[config.mk]
export PLATFORM = sky130hd
export DESIGN_NAME = oh_serial_port
export DESIGN_NICKNAME = d
export VERILOG_FILES = /design/src/rtl/oh_pkg.sv /design/src/rtl/oh_clkgen.sv /design/src/rtl/oh_tx_collect.sv /design/src/rtl/oh_rx_shift.sv /design/src/rtl/oh_serial_port.sv
export SDC_FILE = /design/constraint.sdc
export NUM_CORES = 1
export LEC_CHECK = 0
export BUFFER_PORTS_ARGS = -buffer_cell sky130_fd_sc_hd__buf_4
export CAP_MARGIN = 0
export CORE_MARGIN = 10
export CORE_UTILIZATION = 54
export CTS_CLUSTER_SIZE = 14
export DETAILED_ROUTE_END_ITERATION = 10
export PLACE_DENSITY = 0.77
export SLEW_MARGIN = 20
export SYNTH_ARGS = -nofsm -noshare
export SYNTH_HDL_FRONTEND = slang
export SYNTH_SLANG_ARGS = --single-unit
[constraint.sdc]
create_clock -name clk -period 12.65 [get_ports clk]
set_input_delay 1.265 -clock clk [delete_from_list [all_inputs] [get_ports clk]]
set_output_delay 1.265 -clock clk [all_outputs]
set_load 0.01 [all_outputs]
[src/rtl/oh_pkg.sv]
// Shared constants, types and byte-selection helpers for the overhead
// serial port. Assumes a single STS-1 style overhead of 9 rows x 3 columns.
package oh_pkg;
    localparam int OH_SLOTS  = 27;
    localparam int OH_IDX_W  = 5;
    localparam int OH_BYTE_W = 8;
    localparam int OH_BIT_W  = $clog2(OH_SLOTS * OH_BYTE_W + 1);
    localparam int OH_PAR_A  = 3;   // first parity byte index
    localparam int OH_PAR_B  = 12;  // second parity byte index

    typedef enum logic [1:0] {
        OHM_ALL  = 2'd0,
        OHM_LOW  = 2'd1,
        OHM_HIGH = 2'd2,
        OHM_BOTH = 2'd3
    } ohm_e;

    typedef struct packed {
        logic                hit;
        logic [OH_IDX_W-1:0] slot;
    } oh_map_t;

    // Map an overhead index to its slot under a mode.
    function automatic oh_map_t oh_lookup(input logic [1:0] m, input logic [OH_IDX_W-1:0] idx);
        oh_map_t r;
        logic    lo, hi;
        lo = (idx >= 5'd6)  && (idx <= 5'd8);
        hi = (idx >= 5'd15) && (idx <= 5'd23);
        r  = '0;
        case (ohm_e'(m))
            OHM_ALL:  begin r.hit = (idx < 5'd27); r.slot = idx;         end
            OHM_LOW:  begin r.hit = lo;            r.slot = idx - 5'd6;  end
            OHM_HIGH: begin r.hit = hi;            r.slot = idx - 5'd15; end
            default:  begin r.hit = lo | hi;       r.slot = lo ? idx - 5'd6 : idx - 5'd12; end
        endcase
        return r;
    endfunction

    // Number of bytes per frame under a mode.
    function automatic logic [OH_IDX_W-1:0] oh_count(input logic [1:0] m);
        case (ohm_e'(m))
            OHM_ALL:  return 5'd27;
            OHM_LOW:  return 5'd3;
            OHM_HIGH: return 5'd9;
            default:  return 5'd12;
        endcase
    endfunction
endpackage

[src/rtl/oh_clkgen.sv]
// Bit-period timer shared by both directions. Divides the core clock by DIV,
// restarts high on frame_start, and counts bits of the frame's byte group.
// Assumes DIV is even and at least 4.
module oh_clkgen
    import oh_pkg::*;
#(
    parameter int DIV = 80
) (
    input  logic                clk,
    input  logic                rst_n,
    input  logic                frame_start,
    input  logic [OH_IDX_W-1:0] nbytes,
    output logic                sclk,
    output logic                fall,
    output logic                active,
    output logic [OH_BIT_W-1:0] bitn
);
    localparam int HALF = DIV / 2;
    localparam int CW   = $clog2(DIV);

    logic [CW-1:0]       cnt;
    logic [OH_BIT_W-1:0] nbits;

    assign nbits = {nbytes, 3'b000};
    assign fall  = !frame_start && (cnt == CW'(HALF - 1));

    // Divider, clock level and bit counter.
    always_ff @(posedge clk) begin
        if (!rst_n) begin
            cnt    <= '0;
            sclk   <= 1'b0;
            bitn   <= '0;
            active <= 1'b0;
        end else if (frame_start) begin
            cnt    <= '0;
            sclk   <= 1'b1;
            bitn   <= '0;
            active <= 1'b1;
        end else begin
            cnt <= (cnt == CW'(DIV - 1)) ? '0 : cnt + CW'(1);
            if (cnt == CW'(DIV - 1))
                sclk <= 1'b1;
            else if (cnt == CW'(HALF - 1))
                sclk <= 1'b0;
            if (cnt == CW'(DIV - 1) && active) begin
                bitn <= bitn + 1'b1;
                if (bitn + 1'b1 == nbits)
                    active <= 1'b0;
            end
        end
    end
endmodule

[src/rtl/oh_tx_collect.sv]
// Transmit side: assembles serial bits into slot bytes during one frame,
// swaps them into an insert buffer at frame start, and presents them at the
// matching overhead positions. Assumes pos_valid never coincides with frame_start.
module oh_tx_collect
    import oh_pkg::*;
(
    input  logic                 clk,
    input  logic                 rst_n,
    input  logic                 frame_start,
    input  logic                 en,
    input  logic                 fall,
    input  logic                 active,
    input  logic [OH_BIT_W-1:0]  bitn,
    input  logic                 sdata,
    input  logic [1:0]           xfer_mode,
    input  logic                 pos_valid,
    input  logic [OH_IDX_W-1:0]  pos_idx,
    output logic                 ins_valid,
    output logic [OH_BYTE_W-1:0] ins_data,
    output logic                 ins_xor
);
    logic [OH_BYTE_W-2:0] shreg;
    logic [OH_BYTE_W-1:0] cap  [OH_SLOTS];
    logic [OH_BYTE_W-1:0] ibuf [OH_SLOTS];
    logic [1:0]           ins_mode;
    logic                 live;
    oh_map_t              im;

    assign im = oh_lookup(ins_mode, pos_idx);

    // Serial capture and per-frame swap into the insert buffer.
    always_ff @(posedge clk) begin
        if (!rst_n) begin
            shreg    <= '0;
            ins_mode <= '0;
            live     <= 1'b0;
            for (int i = 0; i < OH_SLOTS; i++) begin
                cap[i]  <= '0;
                ibuf[i] <= '0;
            end
        end else if (frame_start) begin
            ins_mode <= xfer_mode;
            live     <= 1'b1;
            for (int i = 0; i < OH_SLOTS; i++) begin
                ibuf[i] <= cap[i];
                cap[i]  <= '0;
            end
        end else if (en && active && fall) begin
            shreg <= {shreg[OH_BYTE_W-3:0], sdata};
            if (bitn[2:0] == 3'd7)
                cap[bitn[OH_BIT_W-1:3]] <= {shreg, sdata};
        end
    end

    // Registered insert request at each strobed position.
    always_ff @(posedge clk) begin
        if (!rst_n) begin
            ins_valid <= 1'b0;
            ins_data  <= '0;
            ins_xor   <= 1'b0;
        end else begin
            ins_valid <= en && live && pos_valid && im.hit;
            ins_data  <= (en && live && pos_valid && im.hit) ? ibuf[im.slot] : '0;
            ins_xor   <= en && live && pos_valid && im.hit &&
                         (pos_idx == OH_IDX_W'(OH_PAR_A) || pos_idx == OH_IDX_W'(OH_PAR_B));
        end
    end
endmodule

[src/rtl/oh_rx_shift.sv]
// Receive side: captures selected extracted bytes during one frame, swaps
// them into a shift buffer at frame start, and drives them MSB first on the
// falling edges of the next frame. Assumes pos_valid never coincides with frame_start.
module oh_rx_shift
    import oh_pkg::*;
(
    input  logic                 clk,
    input  logic                 rst_n,
    input  logic                 frame_start,
    input  logic                 en,
    input  logic                 fall,
    input  logic                 active,
    input  logic [OH_BIT_W-1:0]  bitn,
    input  logic [1:0]           cur_mode,
    input  logic                 pos_valid,
    input  logic [OH_IDX_W-1:0]  pos_idx,
    input  logic [OH_BYTE_W-1:0] ext_data,
    output logic                 sdata,
    output logic                 sync
);
    logic [OH_BYTE_W-1:0] rcap [OH_SLOTS];
    logic [OH_BYTE_W-1:0] rbuf [OH_SLOTS];
    logic                 sd_q, sy_q;
    oh_map_t              cm;

    assign cm    = oh_lookup(cur_mode, pos_idx);
    assign sdata = en & sd_q;
    assign sync  = en & sy_q;

    // Byte capture and per-frame swap into the shift buffer.
    always_ff @(posedge clk) begin
        if (!rst_n) begin
            for (int i = 0; i < OH_SLOTS; i++) begin
                rcap[i] <= '0;
                rbuf[i] <= '0;
            end
        end else if (frame_start) begin
            for (int i = 0; i < OH_SLOTS; i++) begin
                rbuf[i] <= rcap[i];
                rcap[i] <= '0;
            end
        end else if (en && pos_valid && cm.hit) begin
            rcap[cm.slot] <= ext_data;
        end
    end

    // Drive the next bit and its sync on each falling edge.
    always_ff @(posedge clk) begin
        if (!rst_n) begin
            sd_q <= 1'b0;
            sy_q <= 1'b0;
        end else if (fall) begin
            if (en && active) begin
                sd_q <= rbuf[bitn[OH_BIT_W-1:3]][3'd7 - bitn[2:0]];
                sy_q <= (bitn == '0);
            end else begin
                sd_q <= 1'b0;
                sy_q <= 1'b0;
            end
        end
    end
endmodule

[src/rtl/oh_serial_port.sv]
// Top of the overhead serial port. Holds the mode pipeline and ties the shared
// bit timer to the transmit collector and receive shifter. Assumes one
// frame_start per frame and a frame long enough for the selected group.
module oh_serial_port
    import oh_pkg::*;
#(
    parameter int DIV = 80
) (
    input  logic                 clk,
    input  logic                 rst_n,
    input  logic                 frame_start,
    input  logic [1:0]           mode,
    input  logic                 tx_en,
    input  logic                 rx_en,
    input  logic                 pos_valid,
    input  logic [OH_IDX_W-1:0]  pos_idx,
    input  logic [OH_BYTE_W-1:0] ext_data,
    input  logic                 tx_sdata,
    output logic                 tx_sclk,
    output logic                 tx_sync,
    output logic                 ins_valid,
    output logic [OH_BYTE_W-1:0] ins_data,
    output logic                 ins_xor,
    output logic                 rx_sclk,
    output logic                 rx_sync,
    output logic                 rx_sdata
);
    logic [1:0]          cur_mode, xfer_mode;
    logic                sclk, fall, active;
    logic [OH_BIT_W-1:0] bitn;

    // Mode pipeline: capture mode, then serial-group mode one frame later.
    always_ff @(posedge clk) begin
        if (!rst_n) begin
            cur_mode  <= '0;
            xfer_mode <= '0;
        end else if (frame_start) begin
            cur_mode  <= mode;
            xfer_mode <= cur_mode;
        end
    end

    oh_clkgen #(.DIV(DIV)) u_clk (
        .clk(clk), .rst_n(rst_n), .frame_start(frame_start),
        .nbytes(oh_count(xfer_mode)),
        .sclk(sclk), .fall(fall), .active(active), .bitn(bitn)
    );

    oh_tx_collect u_tx (
        .clk(clk), .rst_n(rst_n), .frame_start(frame_start), .en(tx_en),
        .fall(fall), .active(active), .bitn(bitn), .sdata(tx_sdata),
        .xfer_mode(xfer_mode), .pos_valid(pos_valid), .pos_idx(pos_idx),
        .ins_valid(ins_valid), .ins_data(ins_data), .ins_xor(ins_xor)
    );

    oh_rx_shift u_rx (
        .clk(clk), .rst_n(rst_n), .frame_start(frame_start), .en(rx_en),
        .fall(fall), .active(active), .bitn(bitn), .cur_mode(cur_mode),
        .pos_valid(pos_valid), .pos_idx(pos_idx), .ext_data(ext_data),
        .sdata(rx_sdata), .sync(rx_sync)
    );

    assign tx_sclk = tx_en & sclk;
    assign rx_sclk = rx_en & sclk;
    assign tx_sync = tx_en & active & (bitn == '0);
endmodule

==> results_dict.tcl, run 1 <==
set metrics [dict create \
    seqPwrFrac_pct 53.8 \
    crit_required_ns 12.95 \
    routedWlPerCell_um 23.0 \
    min_from "u_clk.cnt[0]" \
    intPower_w 0.00513 \
    power_frac_clock_pct 41.5 \
    synth_common_cells "edfxtp_1, and2_1, and3_1" \
    synth.cell_area_mm2 0.0392 \
    hold_path_class "register to register" \
    p_leak_nw 17.1 \
    tns_ns 0 \
    finalHoldViolations 0 \
    numClockSinks 912 \
    drt_iter0_drc 2275 \
    num_io_pins 37 \
    wl_um 83200 \
    cts_resized 0 \
    antenna_found_initial 4 \
    finalSetupViolCount 0 \
    crit_fanout 9 \
    synthArstFlopShare_pct 0 \
    period_share_pct 32.6 \
    vias_per_cell 5.88 \
    rr_worst_depth 8 \
    max_cap_violations 0 \
    firstDrtPassIters 6 \
    core_mm2 0.0717 \
    gp_congestion 0.858 \
    overflow 0 \
    cts_made_buffers 91 \
    die_x_um 289 \
    rows 98 \
    drc_errors 0 \
    synth.avg_cell_area_um2 15.0 \
    peakVddDrop_mv 0.143 \
    critPathArrivalTime_ns 4.42 \
    yosysSeqAreaShare_pct 68.7 \
    die_h_um 289 \
    track_usage_pct 20.0 \
    startpoint_type "primary input" \
    powerDensity_mw_per_mm2 151 \
    reg2reg_from "u_tx.ins_mode[1]" \
    cp_common_cell "nand2b_1" \
    via_count 21300 \
    synth-edff-count 864 \
    grt_pass1_wl_um 128000 \
    p_switching_w 0.00137 \
    grt_max_degree 201 \
    cp-end-kind "register" \
    syn_inst 2617 \
    clk_pin_slew_ns 0.06 \
    ys_ff_latch 912 \
    areaGrowthSynthToFinish_pct 10.2 \
    antenna_left 0 \
    hpwl_um 49600 \
    grt_pass1_vias 21600 \
    post_synth_num_cell_types 81 \
    final_cells 3624 \
    finalClockSkew_ns 0.0152 \
    maxSlewViolCount 0 \
    synthDominantCellAreaShare_pct 66.2 \
    rsz0062_at_grt "no" \
    worstPathCellList "buf_4 > inv_1 > ha_1 > and3_1 > o21a_1 > a31o_1 > a311o_1 > nand2b_1 > nor3_4 > nand2b_1" \
    yosys_most_used_dff "edfxtp_1" \
    hold_depth 1 \
    nNetsFinal 2632 \
    initial_core_util_pct 54.6 \
    yosysTopAreaCell "edfxtp_1" \
    yosysMostFrequentCell "edfxtp_1" \
    htreeDepth 3 \
    cts_tree "built" \
    r2r_end "u_tx.ins_data[3]" \
    slew_headroom_pct 22.6 \
    die-area_mm2 0.0837 \
    timing_worst_setup_path_type "primary input to register" \
    share_comb_of_total_power_pct 4.8 \
    clock-root-buffer "clkbuf_16" \
    ys_warn_count 0 \
    r2r_slack_ns 9.06 \
    status "completed" \
    placed_cells 3453 \
    netlist_top_cells_area "edfxtp_1, and2_1, and3_1" \
    drive_above_1_share_pct 13.1 \
    post-cts-setup-buffers 0 \
    crit_start "pos_idx[2]" \
    slowest_delay_ns 0.69 \
    period_minus_slack_ns 4.12 \
    worst_slew_pin_slew_ns 1.16 \
    max_freq_mhz 243 \
    holdBufCountCts 0 \
    swShare_pct 21.1 \
    antenna_cells 0 \
    cts_max_path_buffers 3 \
    crit_path_top_delay_cell "nand2b_1" \
    hold_path_end "u_clk.cnt[0]" \
    clk_latency_ns 0.65 \
    io_buffers 36 \
    syn_nets 2652 \
]
-- cells in the final DEF, fill, tap and decap left out, types with 13 or more instances in the layout --
cell type	Yosys	routed
dfxtp_1	48	45
o21ai_1	2	14
nand2b_1	35	35
clkbuf_16	0	94
mux2_2	15	15
clkbuf_1	145	24
nor2_1	59	59
o21ai_0	41	29
nand2_1	71	71
and3_1	296	296
mux2i_1	60	60
buf_4	8	74
clkinv_2	0	17
edfxtp_1	864	864
mux4_2	76	76
a21oi_1	21	21
clkinv_1	2	13
nor3_1	15	14
ha_1	13	13
and2_1	583	583
mux4_1	17	17
o211ai_1	23	23
nor3_4	14	14
nand3_1	19	19
-- state kept, by name (all words and copies together), names as in the netlist, 7 cells and up, named ones only --
signal,cells
u_rx.rbuf,216
u_rx.rcap,216
u_tx.cap,216
u_tx.ibuf,216
u_clk.bitn,8
u_tx.ins_data,8
u_clk.cnt,7
u_tx.shreg,7
-- metal layers --
| layer | share of wire, % | track usage [%] |
|---|---|---|
| met1 | 40 | 26.2 |
| met2 | 50 | 33.3 |
| met3 | 7.2 | 3.20 |
| met4 | 3.5 | 7.77 |
| met5 | 0.028 | 0 |
-- cell families after synthesis --
logic type,synth area share [%]
xor gates and xnor gates,0.358
adders and majority gates,0.415
DFF,68.7
AOI/OAI and AO/OA,2.74
buffers and inverters,2.31
muxes,7.47
and+or+nand+nor,18.0
-- final cells by class --
type | count | area [um^2]
timing repair buffer | 77 | 602
inverter | 13 | 65.1
sequential | 912 | 26900
fill | 5154 | 28600
tap | 950 | 1190
clock buffer | 122 | 2500
clock inverter | 48 | 504
multi-input combinational | 1502 | 11400
-- per-stage QoR --
step	total power [W]	util (%)	setup WS, ns	hold slack (ns)	instance area (um^2)
global placement	0.00385	56.0	7.85	0.429	40100
CTS	0.00654	60.1	8.39	0.466	43100
global route	0.00669	60.2	8.37	0.488	43200
finish	0.00651	60.2	8.53	0.460	43200
floorplan	0.00376	-	5.19	0.413	39200
detailed placement	0.00387	56.0	7.71	0.436	40100
-- worst max-delay path: cells and delay by family --
kind	cells	cell delay (ns)
adders and majority gates	1	0.27
and+or+nand+nor	4	1.81
buffers and inverters	2	0.28
AOI/OAI and AO/OA	3	0.77
-- worst max-delay path by stage --
stage | slack [ns] | end | depth (start not counted)
6_report | 8.53 | u_rx.rcap[4][4] | 10
5_1_grt | 8.37 | u_rx.rcap[10][0] | 11
4_1_cts | 8.39 | u_tx.ibuf[23][3] | 5
3_5_place_dp | 7.71 | u_tx.ibuf[16][4] | 5
3_3_place_gp | 7.85 | u_tx.ibuf[21][4] | 5
2_1_floorplan | 5.19 | u_rx.rbuf[0][0] | 3
-- power groups by stage --
stage | Combinational [W] | Sequential [W] | Clock [W]
2_1_floorplan | 0.000211 | 0.00355 | 0
4_1_cts | 0.000311 | 0.00350 | 0.00273
3_5_place_dp | 0.000309 | 0.00356 | 0
6_report | 0.000310 | 0.00350 | 0.00270
3_3_place_gp | 0.000301 | 0.00355 | 0
5_1_grt | 0.000333 | 0.00351 | 0.00285
Note: power is estimated with default switching activity, not from simulation.
==> inputs of run 2 (changes only) <==
Clock period 12.65 ns to 3.4 ns, I/O delays scaled along.
==> run 2 against run 1 <==
  * Clock skew grew 0.0023 ns
  * Critical endpoint is now u_tx.ins_data[7]
  * Largest power group unchanged
  * Non-clock buffer count increased by 66
  * Routed wire length grew 1.7%
  * Final cell count rose by 1.7%
  * Highest routed layer is now met4
  * Sequential cell count unchanged
  * First-iteration DRC count increased by 6.3%
  * Combinational power grew to 3.8 times the previous value
  * Register-to-register slack worse by 8.7 ns
  * Sequential share of layout area fell by 0.63 points
==> results_dict.tcl, run 2 (synthesized netlist as in run 1, its figures left out) <==
set metrics [dict create \
    numClockSinks 912 \
    core_mm2 0.0717 \
    clk_pin_slew_ns 0.06 \
    mostFrequentLayoutCells "edfxtp_1, and2_1, and3_1" \
    setup_ws_ns 0.378 \
    clock-root-buffer "clkbuf_16" \
    finalInstanceArea_mm2 0.0436 \
    power_w 0.0236 \
    via_count 21700 \
    cts_max_path_buffers 3 \
    hpwl_um 52200 \
    slew_headroom_pct 21.0 \
    final_common_cell "edfxtp_1" \
    multi_input_area_mm2 0.0114 \
    htreeDepth 3 \
    peakVddDrop_mv 0.431 \
    cts_tree "built" \
    vias_per_cell 5.89 \
    drt_iter0_drc 2419 \
    gr-max-usage-layer "met2" \
    routedWlPerCell_um 22.9 \
    timing_worst_setup_path_type "register to register" \
    status "completed" \
    firstDrtPassIters 6 \
    finalSetupViolCount 0 \
    maxSlewViolCount 0 \
    rsz0062_at_grt "no" \
    placed_area_mm2 0.0408 \
    io_buffers 36 \
    die_h_um 289 \
    pre_cts_ws_ns -0.0319 \
    wl_um 84600 \
    period_share_pct 88.9 \
    seqCellArea_mm2 0.0269 \
    reg2reg_from "u_tx.ins_mode[0]" \
    die_x_um 289 \
    max_freq_mhz 331 \
    grt_pass1_wl_um 130000 \
    gp_congestion 0.868 \
    worst_slew_pin_slew_ns 1.18 \
    crit_fanout 25 \
    grt_max_degree 146 \
    nNetsFinal 2697 \
    grt_pass1_vias 21700 \
    min_from "rx_en" \
    clk_latency_ns 0.64 \
    initial_core_util_pct 54.6 \
    drive_above_1_share_pct 14.7 \
    overflow 0 \
    fin_util_pct 60.8 \
    hold_path_class "primary input to register" \
    cts_made_buffers 90 \
    drc_errors 0 \
    rows 98 \
    powerDensity_mw_per_mm2 542 \
    critPathArrivalTime_ns 3.53 \
    p_leak_nw 17.4 \
    antenna_found_initial 2 \
    crit_required_ns 3.91 \
    areaGrowthSynthToFinish_pct 11.3 \
    cp-end-kind "register" \
    met3_usage_pct 3.50 \
    crit_start "u_tx.ins_mode[0]" \
    track_usage_pct 20.3 \
    period_minus_slack_ns 3.02 \
    die-area_mm2 0.0837 \
    fillers 5063 \
    startpoint_type "register" \
    finalHoldViolations 0 \
    antenna_left 0 \
    grtUsageMet1_pct 26.9 \
    post-cts-setup-buffers 0 \
    max_cap_violations 0 \
    finalClockSkew_ns 0.0175 \
    met2_usage_pct 34.1 \
    num_io_pins 37 \
]
[run 2: final timing paths]
path                                    endpoint  slack, ns  cells after the start
worst min-delay path                   u_rx.sy_q       0.11                      3
worst max register to register  u_tx.ins_data[7]       0.38                      7
worst min register to register      u_clk.cnt[0]       0.45                      1
worst max-delay path            u_tx.ins_data[7]       0.38                      7
[run 2: final cells by class]
type / count / share of cell area (%)
Multi-Input combinational cell: 1502 / 26.1
Timing Repair Buffer: 143 / 2.91
Clock inverter: 46 / 0.783
Clock buffer: 118 / 5.57
Antenna cell: 1 / 0.00574
Sequential cell: 912 / 61.7
Tap cell: 950 / 2.73
Inverter: 13 / 0.172
[run 2: routing by layer]
layer / up-vias / wire length, um / share of wire, %
li1: 9776 / - / -
met1: 10900 / 34000 / 40
met2: 835 / 42200 / 50
met5: - / 0 / 0
met3: 180 / 6010 / 7.1
met4: 0 / 2370 / 2.8
[run 2: critical path, stage by stage, from the launching register on]
cell,delay [ns]
dfxtp_1,0.69
nor2b_2,0.16
xnor2_2,0.44
buf_12,0.29
mux4_2,0.56
mux2_2,0.30
o211ai_1,0.29
nand2_1,0.10
[run 2: through the flow]
| stage | std cells | TNS, ns | hold slack (ns) |
|---|---|---|---|
| 6_report | 3685 | 0 | 0.110 |
| 3_5_place_dp | 3513 | -0.254 | 0.440 |
| 3_3_place_gp | 3513 | 0 | 0.433 |
| 4_1_cts | 3684 | 0 | 0.0786 |
| 2_1_floorplan | 2617 | 0 | 0.413 |
| 5_1_grt | 3684 | 0 | 0.0992 |
[run 2: where the power goes]
part / leakage, nW / internal [W] / switching [W]
clock network: 1.36 / 0.00527 / 0.00416
registers: 9.94 / 0.0128 / 0.000180
logic: 6.10 / 0.000423 / 0.000771
total: 17.4 / 0.0185 / 0.00511
[run 2: repair_timing]
item / 4_1_cts / 5_1_grt
setup endpoints to repair: 0 / 8
hold buffers: 7 / 0
gates resized for setup: 0 / 1
endpoints found under the hold margin: 16 / 0
